$ cat config.mk
export PLATFORM = sky130hd
export DESIGN_NAME = tlb_way_degrade
export DESIGN_NICKNAME = d
export VERILOG_FILES = /design/src/rtl/tlb_wd_pkg.sv /design/src/rtl/tlb_wd_rst_sync.sv /design/src/rtl/tlb_wd_fault_hold.sv /design/src/rtl/tlb_wd_walker.sv /design/src/rtl/tlb_wd_way_state.sv /design/src/rtl/tlb_way_degrade.sv
export SDC_FILE = /design/constraint.sdc
export NUM_CORES = 1
export LEC_CHECK = 0
export BUFFER_PORTS_ARGS = -buffer_cell sky130_fd_sc_hd__buf_4
export CORE_MARGIN = 3
export CORE_UTILIZATION = 51
export DETAILED_ROUTE_END_ITERATION = 10
export PLACE_DENSITY = 0.84
export REMOVE_ABC_BUFFERS = 1
export SYNTH_ARGS = -nofsm -noshare
export SYNTH_HDL_FRONTEND = slang
export SYNTH_SLANG_ARGS = --single-unit
export TNS_END_PERCENT = 1
$ cat constraint.sdc
create_clock -name clk -period 1.2 [get_ports clk]
set_clock_uncertainty 0.05 [all_clocks]
set_input_delay 0.3 -clock clk [delete_from_list [all_inputs] [get_ports clk]]
set_output_delay 0.3 -clock clk [all_outputs]
set_load 0.03 [all_outputs]
$ cat src/rtl/tlb_wd_pkg.sv
package tlb_wd_pkg;
  localparam int NUM_WAYS = 2;

  typedef logic [NUM_WAYS-1:0] way_mask_t;

  // one-hot mask for a single way index
  function automatic way_mask_t way_bit(input logic w);
    way_mask_t m;
    m    = '0;
    m[w] = 1'b1;
    return m;
  endfunction
endpackage

$ cat src/rtl/tlb_wd_rst_sync.sv
module tlb_wd_rst_sync (
  input  logic clk,
  input  logic rst_n,
  output logic rst_sync_n
);
  logic [1:0] sync_q;

  always_ff @(posedge clk or negedge rst_n) begin
    if (!rst_n) sync_q <= 2'b00;
    else        sync_q <= {sync_q[0], 1'b1};
  end

  assign rst_sync_n = sync_q[1];
endmodule

$ cat src/rtl/tlb_wd_fault_hold.sv
module tlb_wd_fault_hold
  import tlb_wd_pkg::*;
(
  input  logic clk,
  input  logic rst_n,
  input  logic fault_vld,
  input  logic fault_way,
  input  logic take,
  output logic pend_any,
  output logic serve_way
);
  way_mask_t pend_q, pend_d, pend_m;
  logic      last_q, last_d;
  logic      upd_en;

  always_comb begin
    pend_m    = pend_q | (fault_vld ? way_bit(fault_way) : '0);
    last_d    = fault_vld ? fault_way : last_q;
    // both waiting: serve the one not reported most recently
    serve_way = (&pend_m) ? ~last_d : pend_m[1];
    pend_any  = |pend_m;
    pend_d    = take ? (pend_m & ~way_bit(serve_way)) : pend_m;
    upd_en    = fault_vld | take;
  end

  always_ff @(posedge clk or negedge rst_n) begin
    if (!rst_n) begin
      pend_q <= '0;
      last_q <= 1'b0;
    end else if (upd_en) begin
      pend_q <= pend_d;
      last_q <= last_d;
    end
  end
endmodule

$ cat src/rtl/tlb_wd_walker.sv
module tlb_wd_walker #(
  parameter  int ENTRIES = 64,
  localparam int IDX_W   = (ENTRIES > 1) ? $clog2(ENTRIES) : 1
) (
  input  logic             clk,
  input  logic             rst_n,
  input  logic             start,
  input  logic             start_way,
  output logic             busy,
  output logic             way,
  output logic [IDX_W-1:0] idx,
  output logic             last
);
  localparam logic [IDX_W-1:0] LAST_IDX = IDX_W'(ENTRIES - 1);

  logic             busy_q, busy_d;
  logic             way_q, way_d;
  logic [IDX_W-1:0] idx_q, idx_d;
  logic             upd_en;

  always_comb begin
    busy_d = busy_q;
    way_d  = way_q;
    idx_d  = idx_q;
    if (start) begin
      busy_d = 1'b1;
      way_d  = start_way;
      idx_d  = '0;
    end else if (busy_q) begin
      if (idx_q == LAST_IDX) busy_d = 1'b0;
      else                   idx_d  = idx_q + 1'b1;
    end
    upd_en = start | busy_q;
  end

  always_ff @(posedge clk or negedge rst_n) begin
    if (!rst_n) begin
      busy_q <= 1'b0;
      way_q  <= 1'b0;
      idx_q  <= '0;
    end else if (upd_en) begin
      busy_q <= busy_d;
      way_q  <= way_d;
      idx_q  <= idx_d;
    end
  end

  assign busy = busy_q;
  assign way  = way_q;
  assign idx  = idx_q;
  assign last = busy_q & (idx_q == LAST_IDX);
endmodule

$ cat src/rtl/tlb_wd_way_state.sv
module tlb_wd_way_state
  import tlb_wd_pkg::*;
(
  input  logic      clk,
  input  logic      rst_n,
  input  logic      start,
  input  logic      start_way,
  input  logic      err_clr,
  output way_mask_t active,
  output logic      err
);
  way_mask_t active_q, active_d;
  logic      err_q, err_d;
  logic      err_en;

  always_comb begin
    // named way goes off; any earlier-disabled way comes back
    active_d = start ? ~way_bit(start_way) : active_q;
    err_d    = start | (err_q & ~err_clr);
    err_en   = start | err_clr;
  end

  always_ff @(posedge clk or negedge rst_n) begin
    if (!rst_n) active_q <= '1;
    else if (start) active_q <= active_d;
  end

  always_ff @(posedge clk or negedge rst_n) begin
    if (!rst_n) err_q <= 1'b0;
    else if (err_en) err_q <= err_d;
  end

  assign active = active_q;
  assign err    = err_q;
endmodule

$ cat src/rtl/tlb_way_degrade.sv
module tlb_way_degrade
  import tlb_wd_pkg::*;
#(
  parameter  int ENTRIES = 64,
  localparam int IDX_W   = (ENTRIES > 1) ? $clog2(ENTRIES) : 1
) (
  input  logic             clk,
  input  logic             rst_n,
  input  logic             fault_vld,
  input  logic             fault_way,
  input  logic             err_clr,
  output logic [1:0]       way_active,
  output logic [1:0]       refill_allow,
  output logic             inv_busy,
  output logic             inv_way,
  output logic [IDX_W-1:0] inv_idx,
  output logic             err_flag
);
  logic      rst_sync_n;
  logic      pend_any, serve_way;
  logic      walk_last, take;
  way_mask_t active;

  tlb_wd_rst_sync u_rst (
    .clk        (clk),
    .rst_n      (rst_n),
    .rst_sync_n (rst_sync_n)
  );

  tlb_wd_fault_hold u_hold (
    .clk       (clk),
    .rst_n     (rst_sync_n),
    .fault_vld (fault_vld),
    .fault_way (fault_way),
    .take      (take),
    .pend_any  (pend_any),
    .serve_way (serve_way)
  );

  // a new walk may begin when idle or on the last index of the current one
  assign take = pend_any & (~inv_busy | walk_last);

  tlb_wd_walker #(.ENTRIES(ENTRIES)) u_walk (
    .clk       (clk),
    .rst_n     (rst_sync_n),
    .start     (take),
    .start_way (serve_way),
    .busy      (inv_busy),
    .way       (inv_way),
    .idx       (inv_idx),
    .last      (walk_last)
  );

  tlb_wd_way_state u_state (
    .clk       (clk),
    .rst_n     (rst_sync_n),
    .start     (take),
    .start_way (serve_way),
    .err_clr   (err_clr),
    .active    (active),
    .err       (err_flag)
  );

  assign way_active   = active;
  assign refill_allow = inv_busy ? 2'b00 : active;
endmodule

**Word level (Yosys, flattened, before mapping)**

Cells that the tools add are included.

- Bits in registers: 16
- Bits of input ports: 5
- Output and inout port bits: 13
- Word-level logic and storage cells: 51

- Add/sub/neg operators: 1
- Magnitude comparators: 4
- Eq/ne operators: 2
- Muxes and demuxes: 15
- Bitwise operators: 14
- Reduce and logical (&&, ||, !) cells: 7

Operators by type and width:

| operator | count |
|---|---|
| 6-bit two-way mux | 3 |
| 1-bit two-way mux | 7 |
| 6-bit by 1-bit adder with 6-bit output (second input constant) | 1 |
| 6-bit equality test (second input constant) | 1 |
| 2-bit two-way mux | 3 |
| 1-bit OR | 5 |
| 1-bit by 2-bit < comparator with 1-bit output (second input constant) | 2 |
| 2-bit AND reduction | 2 |
| 1-bit bitwise AND | 3 |
| 1-bit NOT | 3 |
| 3-bit AND reduction | 1 |
| 2-bit bitwise AND | 1 |
| 1-bit demux with 1-bit select | 2 |
| 1-bit greater-or-equal comparator (second input constant) | 2 |
| 1-bit logical AND | 2 |
| 2-bit != test (second input constant) | 1 |
| 2-bit NOT | 1 |
| 2-bit OR | 1 |
| 2-bit nonzero test | 1 |
| 2-bit OR reduction | 1 |

**Logic depth before layout (Yosys ltp)**

Gate-level depths: netlist of the first run.

- Depth after elaboration: 15
- Gate-level depth with buffers: 5
- Mapped depth without buffers: 4

**Cells and area by module**

From an unflattened synthesis of the first run, not the netlist that was laid out.

- Cell total of the unflattened synthesis: 76
- Area, all modules: 793.3 sq um

Modules (own cells, without submodules):

| module | times used | cells an instance | area an instance (sq um) | sequential area each (sq um) |
|---|---|---|---|---|
| tlb_wd_walker | 1 | 47 | 440.4 | 200.2 |
| tlb_wd_fault_hold | 1 | 14 | 152.6 | 75.1 |
| tlb_wd_way_state | 1 | 8 | 118.9 | 77.6 |
| tlb_wd_rst_sync | 1 | 3 | 53.8 | 50.0 |
| tlb_way_degrade | 1 | 4 | 27.5 | 0.0 |

**Worst setup path before layout of the first run**

No wires, ideal clock.

- Kind: flip-flop to output port
- From: reg u_walk.busy_q (netlist: u_walk.busy)
- To: out refill_allow[1]
- Arrival: 1.120 ns
- Data required time: 0.850 ns
- Setup slack: -0.270 ns
- Cell stages (with the launch flop): 3
- Path buffers: 1
- Cell sequence: dfrtp_1 > clkbuf_2 > nor2b_1

- Longest elaborated chain between the ends: 1

RTL lines:

| element | line | source |
|---|---|---|
| start, declared | tlb_wd_walker.sv:16 | `logic busy_q, busy_d;` |
| start signal, assigned | tlb_wd_walker.sv:42 | `busy_q <= busy_d;` |
| 2-bit two-way mux | tlb_way_degrade.sv:65 | `assign refill_allow = inv_busy ? 2'b00 : active;` |
| end, declared | tlb_way_degrade.sv:13 | `output logic [1:0] refill_allow,` |

No other way between the ends.

**Final worst setup path of the first run**

- From: reg u_state.active_q[1] (netlist: u_state.active[1])
- To: out refill_allow[1]

- Longest elaborated chain between the ends: 1

RTL lines:

| element | line | source |
|---|---|---|
| start, declared | tlb_wd_way_state.sv:12 | `way_mask_t active_q, active_d;` |
| start signal, assigned | tlb_wd_way_state.sv:25 | `else if (start) active_q <= active_d;` |
| 2-bit two-way mux | tlb_way_degrade.sv:65 |  |

No other way between the ends.

==> run_summary.xml, run 1 <==
<?xml version="1.0" encoding="UTF-8"?>
<metrics>
  <group name="outcome">
    <metric name="outcome" unit="">finished with violations</metric>
    <metric name="violations" unit="">setup timing</metric>
  </group>
  <group name="cts">
    <metric name="tritoncts" unit="">built</metric>
    <metric name="clock_path_buffers" unit="">2</metric>
    <metric name="cts.reportedPaths.clkPinSlew" unit="ps">100</metric>
    <metric name="clock-sinks" unit="">16</metric>
    <metric name="htree_num_levels" unit="">1</metric>
    <metric name="cts.root.buffer_cell" unit="">clkbuf_4</metric>
    <metric name="insertion_delay" unit="ps">300</metric>
    <metric name="cts_made_buffers" unit="">3</metric>
  </group>
  <group name="routing">
    <metric name="drt_pass1_iterations" unit="">6</metric>
    <metric name="route.detailed.drc" unit="">0</metric>
    <metric name="routed-via-count" unit="">733</metric>
    <metric name="detailedRoute.firstIterationViolations" unit="">23</metric>
    <metric name="routed_length_per_instance" unit="microns">16.5</metric>
    <metric name="finalWirelength" unit="microns">2030</metric>
    <metric name="route.detailed.vias_per_inst" unit="">5.96</metric>
    <metric name="drt.antenna.violating_nets" unit="">0</metric>
  </group>
  <group name="grt">
    <metric name="grt_first_pass_wirelength" unit="microns">3170</metric>
    <metric name="grt_start_max_net_pins" unit="">15</metric>
    <metric name="grt_antenna_before_repair" unit="">0</metric>
    <metric name="grt_util_all_layers" unit="%">21.9</metric>
    <metric name="grt-ovfl-total" unit="">0</metric>
    <metric name="number_of_global_route_vias_before_repair" unit="">695</metric>
  </group>
  <group name="final_layout">
    <metric name="syn_to_final_growth" unit="%">46.1</metric>
    <metric name="diodes" unit="">0</metric>
    <metric name="layout.cells.most_common_list" unit="">buf_4, buf_6, dfrtp_1</metric>
    <metric name="mostFrequentLayoutCell" unit="">buf_4</metric>
    <metric name="filler_cell_count" unit="">69</metric>
    <metric name="final_net_count" unit="">115</metric>
    <metric name="drive_above_1_share" unit="%">45.4</metric>
    <metric name="final_cell_count_no_fill" unit="">123</metric>
  </group>
  <group name="placement">
    <metric name="final_estimated_routing_congestion_in_global_placement" unit="">0.816</metric>
    <metric name="dp.final_hpwl" unit="microns">1410</metric>
    <metric name="io_buffers" unit="">17</metric>
    <metric name="placed_cells" unit="">117</metric>
  </group>
  <group name="sta">
    <metric name="final_hold_viol_count" unit="">0</metric>
    <metric name="max_freq" unit="MHz">679</metric>
    <metric name="slew_headroom" unit="%">62.3</metric>
    <metric name="final-setup-viol-count" unit="">19</metric>
    <metric name="grt_setup_unrepaired" unit="">true</metric>
    <metric name="actual_slew_at_the_worst_max_slew_pin" unit="ps">565</metric>
    <metric name="setup_slack" unit="ps">-274</metric>
    <metric name="period_needed" unit="ps">1470</metric>
    <metric name="final_min_period_over_clock_period" unit="%">123</metric>
    <metric name="slew_viol_final" unit="">0</metric>
    <metric name="fin_setup_tns" unit="ps">-2240</metric>
  </group>
  <group name="synthesis">
    <metric name="syn_area" unit="sq um">787</metric>
    <metric name="synth_top_cell_area_share" unit="%">44.5</metric>
    <metric name="postSynthCellCount" unit="">75</metric>
    <metric name="yosys_warnings" unit="">0</metric>
    <metric name="synth_area_leader_cell" unit="">dfrtp_1</metric>
    <metric name="number_of_unique_standard_cell_types_used_by_synthesis" unit="">35</metric>
    <metric name="cell_types_with_the_largest_area_share_after_synthesis" unit="">dfrtp_1, dfstp_2, nand2_1</metric>
    <metric name="synth_sequential_area_ratio" unit="%">51.2</metric>
    <metric name="number_of_flip_flops_and_latches_in_the_synthesized_netlist" unit="">16</metric>
    <metric name="syn_area_per_cell" unit="sq um">10.5</metric>
  </group>
  <group name="floorplan">
    <metric name="cell_row_count" unit="">13</metric>
    <metric name="ioPinCount" unit="">18</metric>
    <metric name="fp.dieW" unit="microns">45.3</metric>
    <metric name="initial_util" unit="%">57.6</metric>
    <metric name="die-height" unit="microns">45.3</metric>
    <metric name="overall_die_area" unit="sq um">2050</metric>
    <metric name="core_area" unit="sq um">1370</metric>
  </group>
  <group name="critical_path">
    <metric name="worstPathMaxFanout" unit="">2</metric>
    <metric name="startpoint_type_of_the_worst_setup_path" unit="">flop</metric>
    <metric name="cp.required" unit="ps">850</metric>
    <metric name="r2r_setup_slack" unit="ps">-80</metric>
    <metric name="class_of_the_most_critical_setup_path" unit="">flop to output pin</metric>
    <metric name="worst_setup_path_end_kind" unit="">output pin</metric>
    <metric name="r2r_depth" unit="">4</metric>
    <metric name="timing.rr.end" unit="">u_walk.idx[5]$_DFFE_PN0P_</metric>
    <metric name="critical_path.reg2reg.startpoint" unit="">u_walk.idx[0]$_DFFE_PN0P_</metric>
    <metric name="worst-endpoint-arrival" unit="ps">1120</metric>
  </group>
  <group name="flow_run">
    <metric name="max-cap-violations" unit="">0</metric>
  </group>
  <group name="power">
    <metric name="max-vdd-ir-drop" unit="mV">1.82</metric>
    <metric name="cellPowerDensity" unit="nW/um^2">2170</metric>
    <metric name="static-leakage-power" unit="uW">0.000507</metric>
  </group>
  <group name="hold_path">
    <metric name="worst_hold_startpoint" unit="">err_clr</metric>
    <metric name="min_path_type" unit="">input pin to flop</metric>
    <metric name="min_path_cells" unit="">2</metric>
    <metric name="worst_hold_path.endpoint" unit="">u_state.err$_DFFE_PN0P_</metric>
  </group>
</metrics>
==> final cells by class <==
type | count | area (sq um) | share of cell area, %
sequential | 16 | 405 | 35.3
inverter | 5 | 18.8 | 1.63
tap | 15 | 18.8 | 1.63
timing repair buffer | 32 | 288 | 25.0
multi-input combinational | 51 | 383 | 33.3
clock buffer | 4 | 36.3 | 3.16
==> through the flow <==
stage | instance area (sq um) | hold WS [ps] | power (uW) | setup slack (ps) | utilization, %
2_1_floorplan | 767 | -45.6 | 1440 | -254 | -
3_3_place_gp | 1010 | 32.3 | 1880 | -111 | 74.0
3_5_place_dp | 1010 | 34.5 | 1930 | -171 | 74.0
4_1_cts | 1130 | 143 | 2480 | -278 | 82.6
5_1_grt | 1150 | 137 | 2630 | -306 | 84.2
6_report | 1150 | 136 | 2500 | -274 | 84.2
==> critical path: stages, from the launching register on <==
cell and delay [ps]:
dfstp_2 540, nor2b_1 120, buf_4 170
==> state kept, by name, summed over array words and instances (netlist names) <==
name / flops
u_walk.idx: 6
u_hold.last_q: 1
u_rst.sync_q: 2
u_hold.pend_q: 2
u_walk.way: 1
u_state.err: 1
u_walk.busy: 1
u_state.active: 2
==> cells in the mapped netlist, drive strengths merged <==
| library cell | count |
|---|---|
| a21o | 1 |
| a31oi | 1 |
| nand3 | 2 |
| dfrtp | 14 |
| nor2 | 2 |
| nor2b | 3 |
| a32o | 1 |
| and4b | 1 |
| clkbuf | 2 |
| and3 | 2 |
| a31o | 1 |
| a21bo | 1 |
| o311ai | 1 |
| nand2 | 8 |
| or3 | 1 |
| inv | 5 |
| nor3 | 1 |
| ha | 1 |
| nand2b | 1 |
| a21oi | 5 |
| and4 | 1 |
| conb | 1 |
| a32oi | 3 |
| o211ai | 2 |
| o21ai | 4 |
| xor2 | 1 |
| o22ai | 2 |
| dfstp | 2 |
| mux2i | 2 |
| mux2 | 1 |
| nand4b | 1 |
| buf | 1 |
==> layer usage <==
metal  track usage (%)  vias to the layer above  wire (microns)
met3              2.79                        8              81
li1                  -                      341               -
met2              37.9                       25            1080
met5                 0                        -               0
met1              26.9                      359             822
met4              9.94                        0              46
==> kinds of logic (layout without fill, tap and decap cells) <==
logic type      after synthesis  after routing  synth area share [%]
compound gates               22             22                  19.7
xor+xnor                      1              1                  1.11
fa+ha+maj                     1              1                  1.59
buf+inv                       8             41                  4.93
flops                        16             16                  51.2
mux                           3              3                  3.97
other cells                   1              1                 0.476
simple gates                 23             23                  17.0
==> what timing repair did <==
action | 4_1_cts | 5_1_grt
endpoints found under the hold margin | 2 | 0
resized for setup | 17 | 7
setup endpoints to repair | 24 | 25
gates cloned | 0 | 0
hold buffers | 1 | 0
buffers inserted | 1 | 0
pin swaps | 1 | 0
==> where the power goes <==
group	switching, uW	leakage, uW	internal [uW]
clock network	187	0.0000210	185
registers	159	0.000181	724
logic	648	0.000306	593
total	994	0.000507	1500
==> worst max-delay path by stage <==
stage / to / startpoint / cells past startpoint
after floorplan: refill_allow[1] / u_state.active[1]$_DFFE_PN1P_ / 1
after global placement: u_walk.idx[5]$_DFFE_PN0P_ / u_walk.idx[0]$_DFFE_PN0P_ / 4
after detailed placement: u_state.active[0]$_DFFE_PN1P_ / u_walk.idx[0]$_DFFE_PN0P_ / 3
after CTS: refill_allow[0] / u_state.active[0]$_DFFE_PN1P_ / 3
after global routing: refill_allow[0] / u_state.active[0]$_DFFE_PN1P_ / 3
final: refill_allow[1] / u_state.active[1]$_DFFE_PN1P_ / 2
Note: power is estimated with default switching activity, not from simulation.
==> run 2: changes to the inputs <==
--- a/config.mk
+++ b/config.mk
@@ -5,11 +5,12 @@
 export SDC_FILE = /design/constraint.sdc
 export NUM_CORES = 1
 export LEC_CHECK = 0
+export ABC_AREA = 1
 export BUFFER_PORTS_ARGS = -buffer_cell sky130_fd_sc_hd__buf_4
 export CORE_MARGIN = 3
-export CORE_UTILIZATION = 51
+export CORE_UTILIZATION = 50
 export DETAILED_ROUTE_END_ITERATION = 10
-export PLACE_DENSITY = 0.84
+export PLACE_DENSITY = 0.83
 export REMOVE_ABC_BUFFERS = 1
 export SYNTH_ARGS = -nofsm -noshare
 export SYNTH_HDL_FRONTEND = slang
==> run_summary.xml, run 2 <==
<?xml version="1.0" encoding="UTF-8"?>
<metrics>
  <group name="outcome">
    <metric name="outcome" unit="">finished with violations</metric>
    <metric name="violations" unit="">setup timing</metric>
  </group>
  <group name="hold_path">
    <metric name="min_path_type" unit="">input pin to flop</metric>
    <metric name="min_path_cells" unit="">2</metric>
  </group>
  <group name="critical_path">
    <metric name="cp_cell_sequence" unit="">inv_2 &gt; nor2_4 &gt; buf_6</metric>
    <metric name="worstPathMaxFanout" unit="">2</metric>
    <metric name="crit_path_max_incr_delay" unit="ps">550</metric>
    <metric name="critical_path.top_delay_family" unit="">flip-flops</metric>
    <metric name="worst_setup_path_end_kind" unit="">output pin</metric>
    <metric name="startpoint_type_of_the_worst_setup_path" unit="">flop</metric>
    <metric name="r2r_depth" unit="">6</metric>
    <metric name="critPathBufInv" unit="">2</metric>
    <metric name="critical_path_depth" unit="">3</metric>
    <metric name="crit_path_top_delay_cell" unit="">dfstp_2</metric>
    <metric name="worst-endpoint-arrival" unit="ps">1120</metric>
    <metric name="cp.required" unit="ps">850</metric>
    <metric name="class_of_the_most_critical_setup_path" unit="">flop to output pin</metric>
  </group>
  <group name="cts">
    <metric name="cts.reportedPaths.clkPinSlew" unit="ps">90</metric>
    <metric name="cts.root.buffer_cell" unit="">clkbuf_4</metric>
    <metric name="insertion_delay" unit="ps">290</metric>
    <metric name="clock_path_buffers" unit="">2</metric>
    <metric name="htree_num_levels" unit="">1</metric>
    <metric name="cts_made_buffers" unit="">3</metric>
    <metric name="clock-sinks" unit="">16</metric>
    <metric name="tritoncts" unit="">built</metric>
  </group>
  <group name="floorplan">
    <metric name="cell_row_count" unit="">13</metric>
    <metric name="overall_die_area" unit="sq um">1990</metric>
    <metric name="core_area" unit="sq um">1350</metric>
    <metric name="ioPinCount" unit="">18</metric>
    <metric name="fp.dieW" unit="microns">44.6</metric>
    <metric name="die-height" unit="microns">44.6</metric>
    <metric name="initial_util" unit="%">55.2</metric>
  </group>
  <group name="final_layout">
    <metric name="ff_latch_area" unit="sq um">405</metric>
    <metric name="final_non_filler_cell_area" unit="sq um">1180</metric>
    <metric name="diodes" unit="">0</metric>
    <metric name="syn_to_final_growth" unit="%">58.4</metric>
    <metric name="layout.cells.most_common_list" unit="">buf_4, nand2_1, buf_6</metric>
    <metric name="final_net_count" unit="">130</metric>
    <metric name="largest_register_ffs" unit="">6</metric>
    <metric name="mostFrequentLayoutCell" unit="">buf_4</metric>
    <metric name="filler_cell_count" unit="">66</metric>
    <metric name="drive_above_1_share" unit="%">48.0</metric>
    <metric name="multi_input_comb_area" unit="sq um">330</metric>
    <metric name="final_core_utilization" unit="%">87.5</metric>
    <metric name="final_cell_count_no_fill" unit="">138</metric>
  </group>
  <group name="routing">
    <metric name="routed-via-count" unit="">725</metric>
    <metric name="drt.antenna.violating_nets" unit="">0</metric>
    <metric name="finalWirelength" unit="microns">2050</metric>
    <metric name="drt_pass1_iterations" unit="">4</metric>
    <metric name="routed_length_per_instance" unit="microns">14.9</metric>
    <metric name="route.detailed.drc" unit="">0</metric>
    <metric name="detailedRoute.firstIterationViolations" unit="">23</metric>
    <metric name="route.detailed.vias_per_inst" unit="">5.25</metric>
  </group>
  <group name="grt">
    <metric name="grt_start_max_net_pins" unit="">15</metric>
    <metric name="grt_util_all_layers" unit="%">23.2</metric>
    <metric name="grt-ovfl-total" unit="">0</metric>
    <metric name="grt_first_pass_wirelength" unit="microns">3280</metric>
    <metric name="number_of_global_route_vias_before_repair" unit="">708</metric>
    <metric name="grt_antenna_before_repair" unit="">0</metric>
  </group>
  <group name="synthesis">
    <metric name="number_of_flip_flops_and_latches_in_the_synthesized_netlist" unit="">16</metric>
    <metric name="cell_types_with_the_largest_area_share_after_synthesis" unit="">dfrtp_1, nand2_1, dfstp_2</metric>
    <metric name="syn_area" unit="sq um">746</metric>
    <metric name="syn_area_per_cell" unit="sq um">8.98</metric>
    <metric name="number_of_unique_standard_cell_types_used_by_synthesis" unit="">18</metric>
    <metric name="synth-main-ff-cell" unit="">dfrtp_1</metric>
    <metric name="synth-edff-count" unit="">0</metric>
    <metric name="synth.most_common_cell" unit="">nand2_1</metric>
    <metric name="synth_sequential_area_ratio" unit="%">54.0</metric>
    <metric name="synth_area_leader_cell" unit="">dfrtp_1</metric>
    <metric name="synth_top_cell_area_share" unit="%">47.0</metric>
    <metric name="yosys_warnings" unit="">0</metric>
    <metric name="ys_top_cells_by_count" unit="">nand2_1, dfrtp_1, inv_1, nor2_1</metric>
    <metric name="postSynthCellCount" unit="">83</metric>
    <metric name="synth-async-reset-ratio" unit="%">100</metric>
  </group>
  <group name="sta">
    <metric name="final_min_period_over_clock_period" unit="%">122</metric>
    <metric name="actual_slew_at_the_worst_max_slew_pin" unit="ps">597</metric>
    <metric name="slew_viol_final" unit="">0</metric>
    <metric name="slew_headroom" unit="%">60.2</metric>
    <metric name="setup_slack" unit="ps">-270</metric>
    <metric name="final_hold_viol_count" unit="">0</metric>
    <metric name="max_freq" unit="MHz">680</metric>
    <metric name="final-setup-viol-count" unit="">24</metric>
    <metric name="grt_setup_unrepaired" unit="">true</metric>
    <metric name="period_needed" unit="ps">1470</metric>
  </group>
  <group name="power">
    <metric name="max-vdd-ir-drop" unit="mV">0.718</metric>
    <metric name="cellPowerDensity" unit="nW/um^2">888</metric>
    <metric name="static-leakage-power" unit="uW">0.000586</metric>
  </group>
  <group name="flow_run">
    <metric name="max-cap-violations" unit="">0</metric>
  </group>
  <group name="placement">
    <metric name="dp.final_hpwl" unit="microns">1390</metric>
    <metric name="io_buffers" unit="">17</metric>
    <metric name="detailed_place.area" unit="sq um">1020</metric>
    <metric name="final_estimated_routing_congestion_in_global_placement" unit="">0.777</metric>
    <metric name="placed_cells" unit="">131</metric>
  </group>
</metrics>
[run 2: worst paths after layout]
path / from / end / slack, ps
max: u_state.active[0]$_DFFE_PN1P_ / refill_allow[0] / -270
min: err_clr / u_state.err$_DFFE_PN0P_ / 110
max reg2reg: u_walk.idx[1]$_DFFE_PN0P_ / u_walk.idx[0]$_DFFE_PN0P_ / -240
min reg2reg: u_rst.sync_q[1]$_DFF_PN0_ / u_walk.way$_DFFE_PN0P_ / 200
max in group asynchronous: u_rst.sync_q[1]$_DFF_PN0_ / u_walk.busy$_DFFE_PN0P_ / 470
min in group asynchronous: u_rst.sync_q[1]$_DFF_PN0_ / u_walk.way$_DFFE_PN0P_ / 200
[run 2: what timing repair did]
item,4_1_cts,5_1_grt
endpoints found under the hold margin,2,0
buffers inserted,2,0
setup endpoints to repair,24,26
pin swaps,2,4
hold buffers,1,0
resized for setup,21,10
[run 2: cell type report]
cell class	instances	share of cell area, %
flip-flops and latches	16	34.3
inverters	11	3.50
repair buffers	37	29.6
clock buffers	4	3.07
multi-input cells	55	28.0
well taps	15	1.59
[run 2: cells by family after synthesis]
group                    share of synthesized area (%)
adder cells (fa/ha/maj)                           1.68
flip-flops                                        54.0
AO/OA/AOI/OAI                                     11.6
AND/OR/NAND/NOR                                   25.2
other                                            0.503
buffers and inverters                             7.05
[run 2: layer usage]
layer | track usage (%) | routed length [microns]
met5 | 0 | 0
met4 | 7.83 | 25
met2 | 40.7 | 1090
met1 | 28.5 | 793
met3 | 3.66 | 138
[run 2: metrics by stage]
step	power, uW	TNS (ps)	hold slack (ps)	worst slack, ps
after floorplan	631	-4960	-45.6	-459
after global placement	672	-808	31.8	-102
after detailed placement	676	-2320	33.7	-238
after CTS	1040	-3760	111	-295
after global routing	1090	-5510	106	-307
final	1050	-4110	111	-270
[run 2: power by group]
part	total (uW)	switching (uW)	internal [uW]
sequential	582	20.0	562
clock	356	172	185
combinational	110	56.5	53.8
total	1050	248	800
==> run 3: changes to the inputs <==
--- a/config.mk
+++ b/config.mk
@@ -10,7 +10,7 @@
 export CORE_MARGIN = 3
 export CORE_UTILIZATION = 50
 export DETAILED_ROUTE_END_ITERATION = 10
-export PLACE_DENSITY = 0.83
+export PLACE_DENSITY = 0.75
 export REMOVE_ABC_BUFFERS = 1
 export SYNTH_ARGS = -nofsm -noshare
 export SYNTH_HDL_FRONTEND = slang
==> run_summary.xml, run 3 (synthesized netlist as in run 2, its figures left out) <==
<?xml version="1.0" encoding="UTF-8"?>
<metrics>
  <group name="outcome">
    <metric name="outcome" unit="">finished with violations</metric>
    <metric name="violations" unit="">setup timing</metric>
  </group>
  <group name="power">
    <metric name="power_switching" unit="uW">239</metric>
    <metric name="max-vdd-ir-drop" unit="mV">0.682</metric>
    <metric name="swShare" unit="%">24.3</metric>
    <metric name="cellPowerDensity" unit="nW/um^2">838</metric>
    <metric name="clockPowerShare" unit="%">29.9</metric>
    <metric name="intPower" unit="uW">747</metric>
    <metric name="seq_power_share" unit="%">58.7</metric>
    <metric name="comb_power_share" unit="%">11.4</metric>
    <metric name="static-leakage-power" unit="uW">0.000596</metric>
    <metric name="power" unit="uW">986</metric>
  </group>
  <group name="final_layout">
    <metric name="ff_latch_area" unit="sq um">403</metric>
    <metric name="drive_above_1_share" unit="%">43.7</metric>
    <metric name="diodes" unit="">0</metric>
    <metric name="syn_to_final_growth" unit="%">57.7</metric>
    <metric name="mostFrequentLayoutCell" unit="">buf_4</metric>
    <metric name="final_net_count" unit="">133</metric>
    <metric name="filler_cell_count" unit="">73</metric>
    <metric name="multi_input_comb_area" unit="sq um">315</metric>
    <metric name="largest_register_ffs" unit="">6</metric>
    <metric name="layout.cells.most_common_list" unit="">buf_4, nand2_1, buf_6</metric>
  </group>
  <group name="sta">
    <metric name="slew_viol_final" unit="">0</metric>
    <metric name="final_min_period_over_clock_period" unit="%">122</metric>
    <metric name="setup_slack" unit="ps">-269</metric>
    <metric name="slew_headroom" unit="%">63.2</metric>
    <metric name="timing.hold.ws" unit="ps">122</metric>
    <metric name="final_hold_viol_count" unit="">0</metric>
    <metric name="max_freq" unit="MHz">681</metric>
    <metric name="final-setup-viol-count" unit="">23</metric>
    <metric name="period_needed" unit="ps">1470</metric>
    <metric name="grt_setup_unrepaired" unit="">true</metric>
    <metric name="actual_slew_at_the_worst_max_slew_pin" unit="ps">551</metric>
  </group>
  <group name="critical_path">
    <metric name="worst_setup_path_end_kind" unit="">output pin</metric>
    <metric name="worstPathMaxFanout" unit="">2</metric>
    <metric name="crit_path_max_incr_delay" unit="ps">540</metric>
    <metric name="class_of_the_most_critical_setup_path" unit="">flop to output pin</metric>
    <metric name="cp.required" unit="ps">850</metric>
    <metric name="critical_path.top_delay_family" unit="">flip-flops</metric>
    <metric name="startpoint_type_of_the_worst_setup_path" unit="">flop</metric>
    <metric name="crit_path_top_delay_cell" unit="">dfstp_2</metric>
    <metric name="worst-endpoint-arrival" unit="ps">1120</metric>
    <metric name="cp_cell_sequence" unit="">inv_2 &gt; nor2_2 &gt; buf_6</metric>
    <metric name="critPathBufInv" unit="">2</metric>
  </group>
  <group name="placement">
    <metric name="io_buffers" unit="">17</metric>
    <metric name="final_estimated_routing_congestion_in_global_placement" unit="">0.867</metric>
    <metric name="dp.final_hpwl" unit="microns">1390</metric>
  </group>
  <group name="floorplan">
    <metric name="core_area" unit="sq um">1350</metric>
    <metric name="initial_util" unit="%">55.2</metric>
    <metric name="cell_row_count" unit="">13</metric>
    <metric name="die-height" unit="microns">44.6</metric>
    <metric name="fp.dieW" unit="microns">44.6</metric>
    <metric name="ioPinCount" unit="">18</metric>
    <metric name="overall_die_area" unit="sq um">1990</metric>
  </group>
  <group name="cts">
    <metric name="htree_num_levels" unit="">1</metric>
    <metric name="clock_path_buffers" unit="">2</metric>
    <metric name="insertion_delay" unit="ps">290</metric>
    <metric name="clock-sinks" unit="">16</metric>
    <metric name="cts.root.buffer_cell" unit="">clkbuf_4</metric>
    <metric name="cts_made_buffers" unit="">3</metric>
    <metric name="tritoncts" unit="">built</metric>
    <metric name="cts.reportedPaths.clkPinSlew" unit="ps">80</metric>
  </group>
  <group name="grt">
    <metric name="grt_start_max_net_pins" unit="">15</metric>
    <metric name="grt-ovfl-total" unit="">0</metric>
    <metric name="grt_antenna_before_repair" unit="">0</metric>
    <metric name="number_of_global_route_vias_before_repair" unit="">729</metric>
    <metric name="grt_util_all_layers" unit="%">22.1</metric>
    <metric name="grt_first_pass_wirelength" unit="microns">3150</metric>
  </group>
  <group name="routing">
    <metric name="drt_pass1_iterations" unit="">4</metric>
    <metric name="routed-via-count" unit="">712</metric>
    <metric name="detailedRoute.firstIterationViolations" unit="">13</metric>
    <metric name="route.detailed.vias_per_inst" unit="">5.05</metric>
    <metric name="drt.antenna.violating_nets" unit="">0</metric>
    <metric name="finalWirelength" unit="microns">1890</metric>
    <metric name="routed_length_per_instance" unit="microns">13.4</metric>
    <metric name="route.detailed.drc" unit="">0</metric>
  </group>
  <group name="flow_run">
    <metric name="max-cap-violations" unit="">0</metric>
  </group>
  <group name="hold_path">
    <metric name="min_path_type" unit="">input pin to flop</metric>
  </group>
</metrics>
==> run 3: path summary, 6_finish.rpt <==
kind	endpoint	slack, ps	cells past startpoint	startpoint
max	refill_allow[0]	-270	3	u_state.active[0]$_DFFE_PN1P_
min	u_state.err$_DFFE_PN0P_	120	2	err_clr
max reg2reg	u_walk.idx[2]$_DFFE_PN0P_	-160	7	u_walk.idx[1]$_DFFE_PN0P_
min reg2reg	u_walk.idx[0]$_DFFE_PN0P_	170	0	u_rst.sync_q[1]$_DFF_PN0_
max in group asynchronous	u_state.active[0]$_DFFE_PN1P_	550	0	u_rst.sync_q[1]$_DFF_PN0_
min in group asynchronous	u_walk.idx[0]$_DFFE_PN0P_	170	0	u_rst.sync_q[1]$_DFF_PN0_
==> run 3: final cells by class <==
class	instances	share of cell area, %
clock buffer	4	2.23
timing repair buffer	40	31.6
inverter	11	3.51
sequential	16	34.3
multi-input combinational	55	26.8
tap	15	1.60
==> run 3: stage by stage <==
step           TNS (ps)  worst slack [ps]  instances  utilization (%)  cell area (sq um)
6_report          -2950              -269        141             87.1               1180
5_1_grt           -4240              -306        141             87.1               1180
4_1_cts           -3230              -258        140             84.4               1140
3_5_place_dp      -1690              -189        134             77.3               1040
3_3_place_gp       -961              -117        134             77.3               1040
2_1_floorplan     -4960              -459         82                -                734
==> run 3: layer usage <==
| metal | vias to the layer above | wire (microns) | GRT usage, % |
|---|---|---|---|
| li1 | 349 | - | - |
| met4 | 0 | 34 | 13.3 |
| met3 | 5 | 97 | 3.66 |
| met2 | 24 | 951 | 36.7 |
| met5 | - | 0 | 0 |
| met1 | 334 | 802 | 26.5 |
==> run 3: power by group through the flow <==
stage / Combinational (uW) / Sequential [uW] / Clock, uW
finish: 112 / 579 / 294
detailed placement: 90.7 / 591 / 0
floorplan: 24.6 / 606 / 0
CTS: 104 / 579 / 301
global route: 122 / 583 / 316
global placement: 88.1 / 589 / 0
==> run 3: what timing repair did <==
action | in CTS | in global routing
resized for setup | 17 | 8
buffers inserted | 1 | 1
pin swaps | 1 | 2
hold endpoints to repair | 2 | 0
setup endpoints to repair | 24 | 26
hold buffers | 1 | 0
==> run 3: worst reg2reg max path: cells and delay by family, from the launching register on <==
family	cells	cell delay, ps
flops	1	410
buf+inv	1	150
compound gates	1	160
simple gates	4	330
fa+ha+maj	1	160
